### src/rtl/l1w_pkg.sv
// Package: shared types and codes for the first-level section walker.
// Assumes a 32-bit descriptor with the type in bits [1:0].
package l1w_pkg;

    // Walk sequencing states.
    typedef enum logic [2:0] {
        ST_IDLE,
        ST_SELECT,
        ST_READ_REQ,
        ST_WAIT_RSP,
        ST_DECODE,
        ST_FILL,
        ST_FAULT
    } l1w_state_t;

    // Fault status codes.
    localparam logic [1:0] FLT_NONE    = 2'd0;
    localparam logic [1:0] FLT_INVALID = 2'd1;
    localparam logic [1:0] FLT_OFF     = 2'd2;
    localparam logic [1:0] FLT_LEVEL2  = 2'd3;

    // Descriptor field positions that the decoder depends on.
    localparam int DESC_SUPER_BIT = 18;
    localparam int SUPER_SPAN     = 4;   // 16 MB over 1 MB pages

    // Attribute record handed to the translation cache.
    typedef struct packed {
        logic       super_map;
        logic       ns;
        logic       ng;
        logic       shr;
        logic [2:0] ap;
        logic [2:0] tex;
        logic [3:0] domain;
        logic       xn;
        logic       c;
        logic       b;
    } l1w_attr_t;

    localparam int ATTR_W = $bits(l1w_attr_t);

endpackage

### src/rtl/l1w_base_sel.sv
// Base selector: picks the table base from the split value and forms the
// descriptor byte address. Purely combinational.
// Assumes 2**SPLIT_W - 1 leaves at least two index bits above bit 1.
module l1w_base_sel #(
    parameter int ADDR_W     = 32,
    parameter int SPLIT_W    = 3,
    parameter int PAGE_SHIFT = 20
) (
    input  logic [ADDR_W-1:0]  va,
    input  logic [ADDR_W-1:0]  base_lo,
    input  logic [ADDR_W-1:0]  base_hi,
    input  logic [SPLIT_W-1:0] split_n,
    input  logic               dis_lo,
    input  logic               dis_hi,
    output logic [ADDR_W-1:0]  desc_addr,
    output logic               use_hi,
    output logic               walk_off
);
    // Bits below the table base at N = 0 (index plus word offset).
    localparam int TBL_MAX = ADDR_W - PAGE_SHIFT + 2;

    logic [ADDR_W-1:0]  top_bits;
    logic [SPLIT_W-1:0] n_eff;
    logic [ADDR_W-1:0]  base_mask;
    logic [ADDR_W-1:0]  idx_field;
    logic [ADDR_W-1:0]  base_sel;

    // Decide the table, then splice base and VA index together.
    always_comb begin
        if (split_n == '0) begin
            top_bits = '0;
        end else begin
            top_bits = va >> (ADDR_W - int'(split_n));
        end
        use_hi    = (split_n != '0) && (top_bits != '0);
        n_eff     = use_hi ? '0 : split_n;
        base_sel  = use_hi ? base_hi : base_lo;
        base_mask = {ADDR_W{1'b1}} << (TBL_MAX - int'(n_eff));
        idx_field = ((va >> PAGE_SHIFT) << 2) & ~base_mask;
        desc_addr = (base_sel & base_mask) | idx_field;
        walk_off  = use_hi ? dis_hi : dis_lo;
    end

endmodule

### src/rtl/l1w_desc_dec.sv
// Descriptor decoder: classifies a first-level word and builds either a
// fill record or a fault code. Combinational.
// Assumes a 32-bit descriptor and 1 MB page numbers.
module l1w_desc_dec
    import l1w_pkg::*;
#(
    parameter int DESC_W = 32,
    parameter int VPN_W  = 12
) (
    input  logic [DESC_W-1:0]     desc,
    input  logic [SUPER_SPAN-1:0] va_sub,
    output logic                  is_fill,
    output logic [1:0]            code,
    output logic [VPN_W-1:0]      ppn,
    output l1w_attr_t             attr
);
    logic is_super;
    logic unused_desc;

    assign is_super    = desc[DESC_SUPER_BIT];
    assign unused_desc = desc[9];

    // Map the descriptor type and fields onto the fill or fault result.
    always_comb begin
        is_fill = 1'b0;
        code    = FLT_NONE;
        ppn     = '0;
        attr    = '0;
        if (desc[1]) begin
            is_fill        = 1'b1;
            attr.super_map = is_super;
            attr.ns        = desc[19];
            attr.ng        = desc[17];
            attr.shr       = desc[16];
            attr.ap        = {desc[15], desc[11:10]};
            attr.tex       = desc[14:12];
            attr.domain    = is_super ? 4'd0 : desc[8:5];
            attr.xn        = desc[4];
            attr.c         = desc[3];
            attr.b         = desc[2];
            if (is_super) begin
                ppn = {desc[DESC_W-1 -: VPN_W-SUPER_SPAN], va_sub};
            end else begin
                ppn = desc[DESC_W-1 -: VPN_W];
            end
        end else if (desc[0]) begin
            code = FLT_LEVEL2;
        end else begin
            code = FLT_INVALID;
        end
    end

endmodule

### src/rtl/l1w_walk_ctrl.sv
// Walk controller: captures a miss, steps through base selection, the
// single descriptor read, the decode, and one outcome cycle.
// Assumes the memory replies once per accepted request.
module l1w_walk_ctrl
    import l1w_pkg::*;
#(
    parameter int ADDR_W  = 32,
    parameter int SPLIT_W = 3,
    parameter int DESC_W  = 32,
    parameter int VPN_W   = 12
) (
    input  logic               clk,
    input  logic               rst_n,
    input  logic               miss_valid,
    input  logic [ADDR_W-1:0]  miss_va,
    input  logic [ADDR_W-1:0]  ttb0_in,
    input  logic [ADDR_W-1:0]  ttb1_in,
    input  logic [SPLIT_W-1:0] split_in,
    input  logic               dis0_in,
    input  logic               dis1_in,
    output logic [ADDR_W-1:0]  cap_va,
    output logic [ADDR_W-1:0]  cap_ttb0,
    output logic [ADDR_W-1:0]  cap_ttb1,
    output logic [SPLIT_W-1:0] cap_split,
    output logic               cap_dis0,
    output logic               cap_dis1,
    input  logic [ADDR_W-1:0]  sel_addr,
    input  logic               sel_off,
    output logic               mem_req_valid,
    output logic [ADDR_W-1:0]  mem_req_addr,
    input  logic               mem_req_ready,
    input  logic               mem_rsp_valid,
    input  logic [DESC_W-1:0]  mem_rsp_data,
    output logic [DESC_W-1:0]  desc_q,
    input  logic               dec_fill,
    input  logic [1:0]         dec_code,
    input  logic [VPN_W-1:0]   dec_ppn,
    input  l1w_attr_t          dec_attr,
    output logic               busy,
    output logic               fill_valid,
    output logic [VPN_W-1:0]   fill_ppn,
    output l1w_attr_t          fill_attr,
    output logic               fault_valid,
    output logic [1:0]         fault_code
);
    l1w_state_t        state_q;
    l1w_state_t        state_d;
    logic [ADDR_W-1:0] addr_q;
    logic [1:0]        code_q;
    logic [VPN_W-1:0]  ppn_q;
    l1w_attr_t         attr_q;

    // Next-state selection for the walk sequence.
    always_comb begin
        state_d = state_q;
        case (state_q)
            ST_IDLE:     if (miss_valid) state_d = ST_SELECT;
            ST_SELECT:   state_d = sel_off ? ST_FAULT : ST_READ_REQ;
            ST_READ_REQ: if (mem_req_ready) state_d = ST_WAIT_RSP;
            ST_WAIT_RSP: if (mem_rsp_valid) state_d = ST_DECODE;
            ST_DECODE:   state_d = dec_fill ? ST_FILL : ST_FAULT;
            ST_FILL:     state_d = ST_IDLE;
            ST_FAULT:    state_d = ST_IDLE;
            default:     state_d = ST_IDLE;
        endcase
    end

    // State register.
    always_ff @(posedge clk) begin
        if (!rst_n) begin
            state_q <= ST_IDLE;
        end else begin
            state_q <= state_d;
        end
    end

    // Capture the miss context when a walk starts.
    always_ff @(posedge clk) begin
        if (!rst_n) begin
            cap_va    <= '0;
            cap_ttb0  <= '0;
            cap_ttb1  <= '0;
            cap_split <= '0;
            cap_dis0  <= 1'b0;
            cap_dis1  <= 1'b0;
        end else if (state_q == ST_IDLE && miss_valid) begin
            cap_va    <= miss_va;
            cap_ttb0  <= ttb0_in;
            cap_ttb1  <= ttb1_in;
            cap_split <= split_in;
            cap_dis0  <= dis0_in;
            cap_dis1  <= dis1_in;
        end
    end

    // Hold the request address and the returned descriptor word.
    always_ff @(posedge clk) begin
        if (!rst_n) begin
            addr_q <= '0;
            desc_q <= '0;
        end else begin
            if (state_q == ST_SELECT) addr_q <= sel_addr;
            if (state_q == ST_WAIT_RSP && mem_rsp_valid) desc_q <= mem_rsp_data;
        end
    end

    // Register the outcome record.
    always_ff @(posedge clk) begin
        if (!rst_n) begin
            code_q <= FLT_NONE;
            ppn_q  <= '0;
            attr_q <= '0;
        end else if (state_q == ST_SELECT && sel_off) begin
            code_q <= FLT_OFF;
        end else if (state_q == ST_DECODE) begin
            code_q <= dec_code;
            ppn_q  <= dec_ppn;
            attr_q <= dec_attr;
        end
    end

    assign busy          = (state_q != ST_IDLE);
    assign mem_req_valid = (state_q == ST_READ_REQ);
    assign mem_req_addr  = addr_q;
    assign fill_valid    = (state_q == ST_FILL);
    assign fill_ppn      = ppn_q;
    assign fill_attr     = attr_q;
    assign fault_valid   = (state_q == ST_FAULT);
    assign fault_code    = code_q;

endmodule

### src/rtl/l1_section_walker.sv
// Top: first-level section walker. Joins the controller, base selector and
// descriptor decoder. Assumes one outstanding walk at a time.
module l1_section_walker
    import l1w_pkg::*;
#(
    parameter int ADDR_W     = 32,
    parameter int SPLIT_W    = 3,
    parameter int PAGE_SHIFT = 20,
    parameter int DESC_W     = 32,
    parameter int VPN_W      = ADDR_W - PAGE_SHIFT
) (
    input  logic               clk,
    input  logic               rst_n,
    input  logic               miss_valid,
    input  logic [ADDR_W-1:0]  miss_va,
    input  logic [ADDR_W-1:0]  ttb0,
    input  logic [ADDR_W-1:0]  ttb1,
    input  logic [SPLIT_W-1:0] split_n,
    input  logic               walk_dis0,
    input  logic               walk_dis1,
    output logic               busy,
    output logic               mem_req_valid,
    output logic [ADDR_W-1:0]  mem_req_addr,
    input  logic               mem_req_ready,
    input  logic               mem_rsp_valid,
    input  logic [DESC_W-1:0]  mem_rsp_data,
    output logic               fill_valid,
    output logic [VPN_W-1:0]   fill_vpn,
    output logic [VPN_W-1:0]   fill_ppn,
    output logic [ATTR_W-1:0]  fill_attr,
    output logic               fault_valid,
    output logic [1:0]         fault_code,
    output logic [ADDR_W-1:0]  fault_va
);
    logic [ADDR_W-1:0]  cap_va;
    logic [ADDR_W-1:0]  cap_ttb0;
    logic [ADDR_W-1:0]  cap_ttb1;
    logic [SPLIT_W-1:0] cap_split;
    logic               cap_dis0;
    logic               cap_dis1;
    logic [ADDR_W-1:0]  sel_addr;
    logic               sel_off;
    logic               unused_use_hi;
    logic [DESC_W-1:0]  desc_q;
    logic               dec_fill;
    logic [1:0]         dec_code;
    logic [VPN_W-1:0]   dec_ppn;
    l1w_attr_t          dec_attr;
    l1w_attr_t          rec_attr;

    l1w_walk_ctrl #(
        .ADDR_W (ADDR_W),
        .SPLIT_W(SPLIT_W),
        .DESC_W (DESC_W),
        .VPN_W  (VPN_W)
    ) ctrl_i (
        .clk          (clk),
        .rst_n        (rst_n),
        .miss_valid   (miss_valid),
        .miss_va      (miss_va),
        .ttb0_in      (ttb0),
        .ttb1_in      (ttb1),
        .split_in     (split_n),
        .dis0_in      (walk_dis0),
        .dis1_in      (walk_dis1),
        .cap_va       (cap_va),
        .cap_ttb0     (cap_ttb0),
        .cap_ttb1     (cap_ttb1),
        .cap_split    (cap_split),
        .cap_dis0     (cap_dis0),
        .cap_dis1     (cap_dis1),
        .sel_addr     (sel_addr),
        .sel_off      (sel_off),
        .mem_req_valid(mem_req_valid),
        .mem_req_addr (mem_req_addr),
        .mem_req_ready(mem_req_ready),
        .mem_rsp_valid(mem_rsp_valid),
        .mem_rsp_data (mem_rsp_data),
        .desc_q       (desc_q),
        .dec_fill     (dec_fill),
        .dec_code     (dec_code),
        .dec_ppn      (dec_ppn),
        .dec_attr     (dec_attr),
        .busy         (busy),
        .fill_valid   (fill_valid),
        .fill_ppn     (fill_ppn),
        .fill_attr    (rec_attr),
        .fault_valid  (fault_valid),
        .fault_code   (fault_code)
    );

    l1w_base_sel #(
        .ADDR_W    (ADDR_W),
        .SPLIT_W   (SPLIT_W),
        .PAGE_SHIFT(PAGE_SHIFT)
    ) sel_i (
        .va       (cap_va),
        .base_lo  (cap_ttb0),
        .base_hi  (cap_ttb1),
        .split_n  (cap_split),
        .dis_lo   (cap_dis0),
        .dis_hi   (cap_dis1),
        .desc_addr(sel_addr),
        .use_hi   (unused_use_hi),
        .walk_off (sel_off)
    );

    l1w_desc_dec #(
        .DESC_W(DESC_W),
        .VPN_W (VPN_W)
    ) dec_i (
        .desc   (desc_q),
        .va_sub (cap_va[PAGE_SHIFT +: SUPER_SPAN]),
        .is_fill(dec_fill),
        .code   (dec_code),
        .ppn    (dec_ppn),
        .attr   (dec_attr)
    );

    assign fill_vpn  = cap_va[ADDR_W-1 -: VPN_W];
    assign fill_attr = rec_attr;
    assign fault_va  = cap_va;

endmodule

### config.mk
export PLATFORM = sky130hd
export DESIGN_NAME = l1_section_walker
export DESIGN_NICKNAME = d
export VERILOG_FILES = /design/src/rtl/l1w_pkg.sv /design/src/rtl/l1w_base_sel.sv /design/src/rtl/l1w_desc_dec.sv /design/src/rtl/l1w_walk_ctrl.sv /design/src/rtl/l1_section_walker.sv
export SDC_FILE = /design/constraint.sdc
export NUM_CORES = 1
export LEC_CHECK = 0
export ABC_AREA = 0
export ABC_CLOCK_PERIOD_IN_PS = 3430
export BUFFER_PORTS_ARGS = -buffer_cell sky130_fd_sc_hd__buf_4
export CORE_MARGIN = 2
export CORE_UTILIZATION = 52
export DETAILED_ROUTE_END_ITERATION = 10
export GPL_TIMING_DRIVEN = 0
export MAX_ROUTING_LAYER = met4
export PLACE_DENSITY = 0.8
export SKIP_LAST_GASP = 1
export SYNTH_ARGS = -nofsm -noshare
export SYNTH_HDL_FRONTEND = slang
export SYNTH_HIERARCHICAL = 1
export SYNTH_SLANG_ARGS = --single-unit
### constraint.sdc
create_clock -name clk -period 3.43 [get_ports clk]
set_input_delay 0.686 -clock clk [delete_from_list [all_inputs] [get_ports clk]]
set_output_delay 0.686 -clock clk [all_outputs]
set_load 0.03 [all_outputs]
; ---- After elaboration in Yosys (flattened, before gate mapping)
; Cells that the tools add are included.
[totals]
ff_bits = 199
[op_classes]
n_mux = 19
shifts = 2
n_eq_ne = 9
bitwise = 6
addsub = 2
reduce_logical = 13
[op_table]
columns = operator, n
row1 = $mux W32, 2
row2 = $and A14 B32 Y32, 1
row3 = $and A32 B32 Y32, 1
row4 = $not A32 Y32, 1
row5 = $or A32 B32 Y32, 1
row6 = $reduce_bool A32 Y1, 1
row7 = $shl A32 B32 Y32 const A, 1
row8 = $shr A32 B32 Y32, 1
row9 = $mux W17, 1
row10 = $mux W3, 5
row11 = $pmux W3 S5, 1
row12 = $mux W12, 1
row13 = $mux W2, 5
row14 = $eq A3 B3 Y1 const B, 3
row15 = $mux W4, 2
row16 = $sub A6 B3 Y7 const A, 1
row17 = $eq A3 B2 Y1 const B, 2
row18 = $logic_not A3 Y1, 2
row19 = $reduce_bool A3 Y1, 2
row20 = $sub A4 B3 Y5 const A, 1
row21 = $logic_and A1 B1 Y1, 4
row22 = $ne A2 B2 Y1 const B, 2
row23 = $eq A3 B1 Y1 const B, 1
row24 = $reduce_and A3 Y1, 1
row25 = 6 further kinds, 8

; ---- Depth between registers and ports, before layout
[depth]
word_depth = 11
mapped_depth = 17
depth_no_buf = 17

; ---- Modules after synthesis
; Netlist, hierarchy kept.
[modules_own_cells]
columns = module, area_each_um2, cells_each, instances
row1 = l1w_walk_ctrl, 7100.6, 884, 1
row2 = l1w_base_sel, 888.4, 99, 1
row3 = l1w_desc_dec, 289.0, 40, 1
row4 = l1_section_walker, 90.1, 12, 1

; ---- Worst setup path after synthesis
; No wires, ideal clock.
[synth_path]
kind = flip-flop to flip-flop
from = register ctrl_i.cap_split[2]
to = register ctrl_i.addr_q[12] (netlist: ctrl_i/mem_req_addr[12])
path_buffers = 1
path_slack_ps = 282
stages_incl_launch_ff = 16
arrival_time_ps = 3015
path_cell_list = dfxtp_1 clkbuf_1 inv_1 ha_1 o21bai_1 a41o_2 nand2_1 inv_1 ha_1 or2_2 o311a_1 nand3_1 nand2_1 mux2_4 nand2_1 a21oi_1
[synth_via]
elab_chain_cells = 11
[synth_rtl]
columns = item, line
row1 = from (decl), l1w_walk_ctrl.sv:24  ; output logic [SPLIT_W-1:0] cap_split,
row2 = from (signal assigned), l1w_walk_ctrl.sv:90  ; cap_split <= split_in;
row3 = $sub A6 B3 Y7, l1w_base_sel.sv:33  ; top_bits = va >> (ADDR_W - int'(split_n));
row4 = $shr A32 B32 Y32, l1w_base_sel.sv:33
row5 = $mux W32, l1w_base_sel.sv:30  ; if (split_n == '0) begin
row6 = $reduce_bool A32 Y1, l1w_base_sel.sv:35  ; use_hi = (split_n != '0) && (top_bits != '0);
row7 = $logic_and A1 B1 Y1, l1w_base_sel.sv:35
row8 = $mux W3, l1w_base_sel.sv:36  ; n_eff = use_hi ? '0 : split_n;
row9 = $sub A4 B3 Y5, l1w_base_sel.sv:38  ; base_mask = {ADDR_W{1'b1}} << (TBL_MAX - int'(n_eff));
row10 = $shl A32 B32 Y32, l1w_base_sel.sv:38
row11 = $not A32 Y32, l1w_base_sel.sv:39  ; idx_field = ((va >> PAGE_SHIFT) << 2) & ~base_mask;
row12 = $and A14 B32 Y32, l1w_base_sel.sv:39
row13 = $or A32 B32 Y32 *, l1w_base_sel.sv:40  ; desc_addr = (base_sel & base_mask) | idx_field;
row14 = named net sel_addr[12], l1_section_walker.sv:41  ; logic [ADDR_W-1:0] sel_addr;
row15 = to (signal assigned), l1w_walk_ctrl.sv:102  ; if (state_q == ST_SELECT) addr_q <= sel_addr;
row16 = to (decl), l1w_walk_ctrl.sv:48  ; logic [ADDR_W-1:0] addr_q;
; The timed path passes the listed nets; every way through them passes the cells marked *.
; A chain may end at the register's enable or synchronous reset.

; ---- Worst setup path in the final report
[layout_path]
from = register ctrl_i.cap_split[0]
to = register ctrl_i.addr_q[10] (netlist: ctrl_i/mem_req_addr[10])
; Same word-level chain as after synthesis.

==> reports/metrics.csv <==
stage;metric;value;unit
layout;final net count;1399;
grt;vias in the first global route;7067;
critical_path;CP max stage delay;400;ps
detailed_routing;DRC Markers;0;
pwr;worst vdd ir;0.3460;mV
logic_synthesis;yosys warns;6;
grt;gr ovfl total;0;
clock_network;TritonCTS Buffers;17;
critical_path;r2r endpoint;ctrl_i/mem_req_addr[10];
sta;Fmax;312.9;MHz
min_path;hold-critical path depth;2;
layout;fin cells;1457;
clock_network;clk slew on worst S/H paths;70;ps
sta;Final setup viols;0;
grt;initial antenna violation count;1;
sta;Final Hold Viols;0;
critical_path;crit path kind;flop to flop;
clock_network;CTS tree;yes;
min_path;Hold Path Class;flop to flop;
pwr;Power Dens Cells;526.1;nW/um^2
sta;worst clock skew;6.268;ps
critical_path;worst endpoint data arrival time;3490;ps
logic_synthesis;Post-Syn Instances;998;
critical_path;Reg-to-Reg Start;ctrl_i/cap_split[0];
layout;layout cells sized above 1;31.05;%
logic_synthesis;post-synthesis cell area;8071;sq um
pwr;P_leak;4.487;nW
clock_network;clk buf depth;2;
grt;largest net degree at the start of global routing;19;
floorplanning;Rows;45;
floorplanning;die width;128.6;microns
floorplanning;area of the core;15200;sq um
sta;Slew Viols, Final;0;
detailed_routing;DR vias;7668;
critical_path;crit start category;flop;
sta;worst setup margin;234.3;ps
critical_path;Max Fanout on Critical Path;8;
detailed_routing;ANT nets after route;0;
critical_path;critical path cell sequence;inv_1 > ha_1 > ha_4 > nand4bb_1 > nand3_2 > a41o_4 > nand2_1 > inv_1 > ha_4 > nand2_1 > a311oi_2 > nand4_1 > nand3_2 > a21oi_1 > mux2_4 > nand2_1 > a21oi_1;
critical_path;Critical Path End Type;flop;
clock_network;CTS Root Cell;clkbuf_16;
critical_path;CP required;3730;ps
logic_synthesis;Syn Area/Cell;8.088;sq um
placed_design;number of instances in the placed design;1425;
grt;first-pass GRT wire length;35.73;mm
placed_design;post-place setup slack;-186.0;ps
sta;Rel. slew slack;49.38;%
layout;diode count;0;
min_path;Min-Delay Endpoint;ctrl_i/desc_q[5];
grt;gr usage total;28.47;%
layout;commonest non-fill, non-tap cell in the layout;nand2_1;
placed_design;DP HPWL;16.66;mm
critical_path;Reg2Reg Depth;17;
min_path;hold_sp;ctrl_i/desc_q[5];
layout;most frequent cells in the layout;nand2_1 (383), buf_4 (262), dfxtp_1 (187);
placed_design;placed cell areas;10100;sq um
sta;crit share post-route;93.17;%
layout;Final Util;70.70;%
layout;Filler Cells Inserted;1284;
placed_design;I/O Buffers;239;
clock_network;H-tree depth;4;
placed_design;GPL Wtd Cong;0.8879;
detailed_routing;Initial DRC Count;532;
detailed_routing;final wirelength;23.06;mm
layout;area delta synth->final;33.16;%
clock_network;Clk Latency, worst-skew pair;430;ps
clock_network;CTS sink cnt;190;
clock_network;# hold bufs at CTS;0;
floorplanning;Starting Density;53.09;%
sta;min cycle time layout;3196;ps
sta;RSZ-0062 raised after global routing;no;
layout;fin area;10750;sq um
status;outcome;finished clean;
sta;Worst-Margin Slew;756.0;ps
logic_synthesis;syn_nets;1141;
floorplanning;Top Ports;249;
floorplanning;full die area;16530;sq um
detailed_routing;router iterations before antenna repair;5;
critical_path;reg-to-reg slack, setup;230;ps
detailed_routing;vias per std cell;5.263;
critical_path;Max stage delay cell, worst path;dfxtp_4;
detailed_routing;WL/cell;15.83;microns
run;Max-Cap Viols;0;
floorplanning;die height;128.6;microns
critical_path;CP most frequent cell;nand2_1;
[what timing repair did]
| action | CTS | global route |
|---|---|---|
| pin swaps | 1 | 3 |
| endpoints found under the setup margin | 5 | 11 |
| resized for setup | 4 | 11 |
| setup buffers | 0 | 1 |
[per-layer routing]
metal	vias to the layer above	share of wire, %	global-route usage [%]
li1	3777	-	-
met3	36	6.3	4.823
met4	0	1.8	9.463
met5	-	0	-
met1	3569	43	36.21
met2	286	49	46.34
[per-stage QoR]
stage	TNS, ps	hold slack (ps)	power (W)
floorplan	0	431.6	0.003291
global placement	-138.5	437.5	0.003722
global route	0	464.8	0.005903
finish	0	451.0	0.005654
CTS	0	451.9	0.005667
detailed placement	-574.2	441.9	0.003745
[power breakdown]
group          switching [W]  internal, W
clock               0.000904      0.00102
combinational       0.000735     0.000535
sequential          0.000104      0.00235
total                0.00174      0.00391
[cell type report]
| cell class | instances | area [sq um] | area share, % |
|---|---|---|---|
| Multi-Input combinational cell | 713 | 3787 | 35.24 |
| Buffer | 87 | 508.0 | 4.726 |
| Tap cell | 188 | 235.2 | 2.189 |
| Sequential cell | 190 | 3810 | 35.45 |
| Timing Repair Buffer | 240 | 1802 | 16.76 |
| Clock inverter | 15 | 153.9 | 1.432 |
| Inverter | 7 | 26.28 | 0.2445 |
| Clock buffer | 17 | 425.4 | 3.958 |
[worst max-delay path by stage]
stage	start	endpoint	slack [ps]	cells after the start
CTS	ctrl_i/cap_split[0]	ctrl_i/mem_req_addr[10]	2	17
finish	ctrl_i/cap_split[0]	ctrl_i/mem_req_addr[10]	230	17
global route	ctrl_i/cap_split[0]	ctrl_i/mem_req_addr[13]	20	17
floorplan	ctrl_i/cap_split[2]	ctrl_i/mem_req_addr[12]	280	15
detailed placement	ctrl_i/cap_split[2]	ctrl_i/mem_req_addr[10]	-190	17
global placement	ctrl_i/cap_split[0]	ctrl_i/mem_req_addr[13]	-50	16
[flip-flops by register name, summed over array words and instances (netlist names)]
register / count
ctrl_i/cap_split: 3
ctrl_i/fill_attr: 17
ctrl_i/desc_q: 31
ctrl_i/cap_va: 32
ctrl_i/cap_ttb1: 24
ctrl_i/mem_req_addr: 32
ctrl_i/fill_ppn: 12
ctrl_i/cap_dis1: 1
ctrl_i/fault_code: 2
ctrl_i/state_q: 3
ctrl_i/cap_ttb0: 32
ctrl_i/cap_dis0: 1
[critical path: cells and delay by family (launching register included)]
| kind | cells | cell delay (ps) |
|---|---|---|
| multiplexers | 1 | 310 |
| AND/OR/NAND/NOR | 7 | 850 |
| flip-flops | 1 | 400 |
| adder cells (fa/ha/maj) | 3 | 690 |
| buffers and inverters | 2 | 200 |
| AO/OA/AOI/OAI | 4 | 610 |
Note: power is estimated with default switching activity, not from simulation.
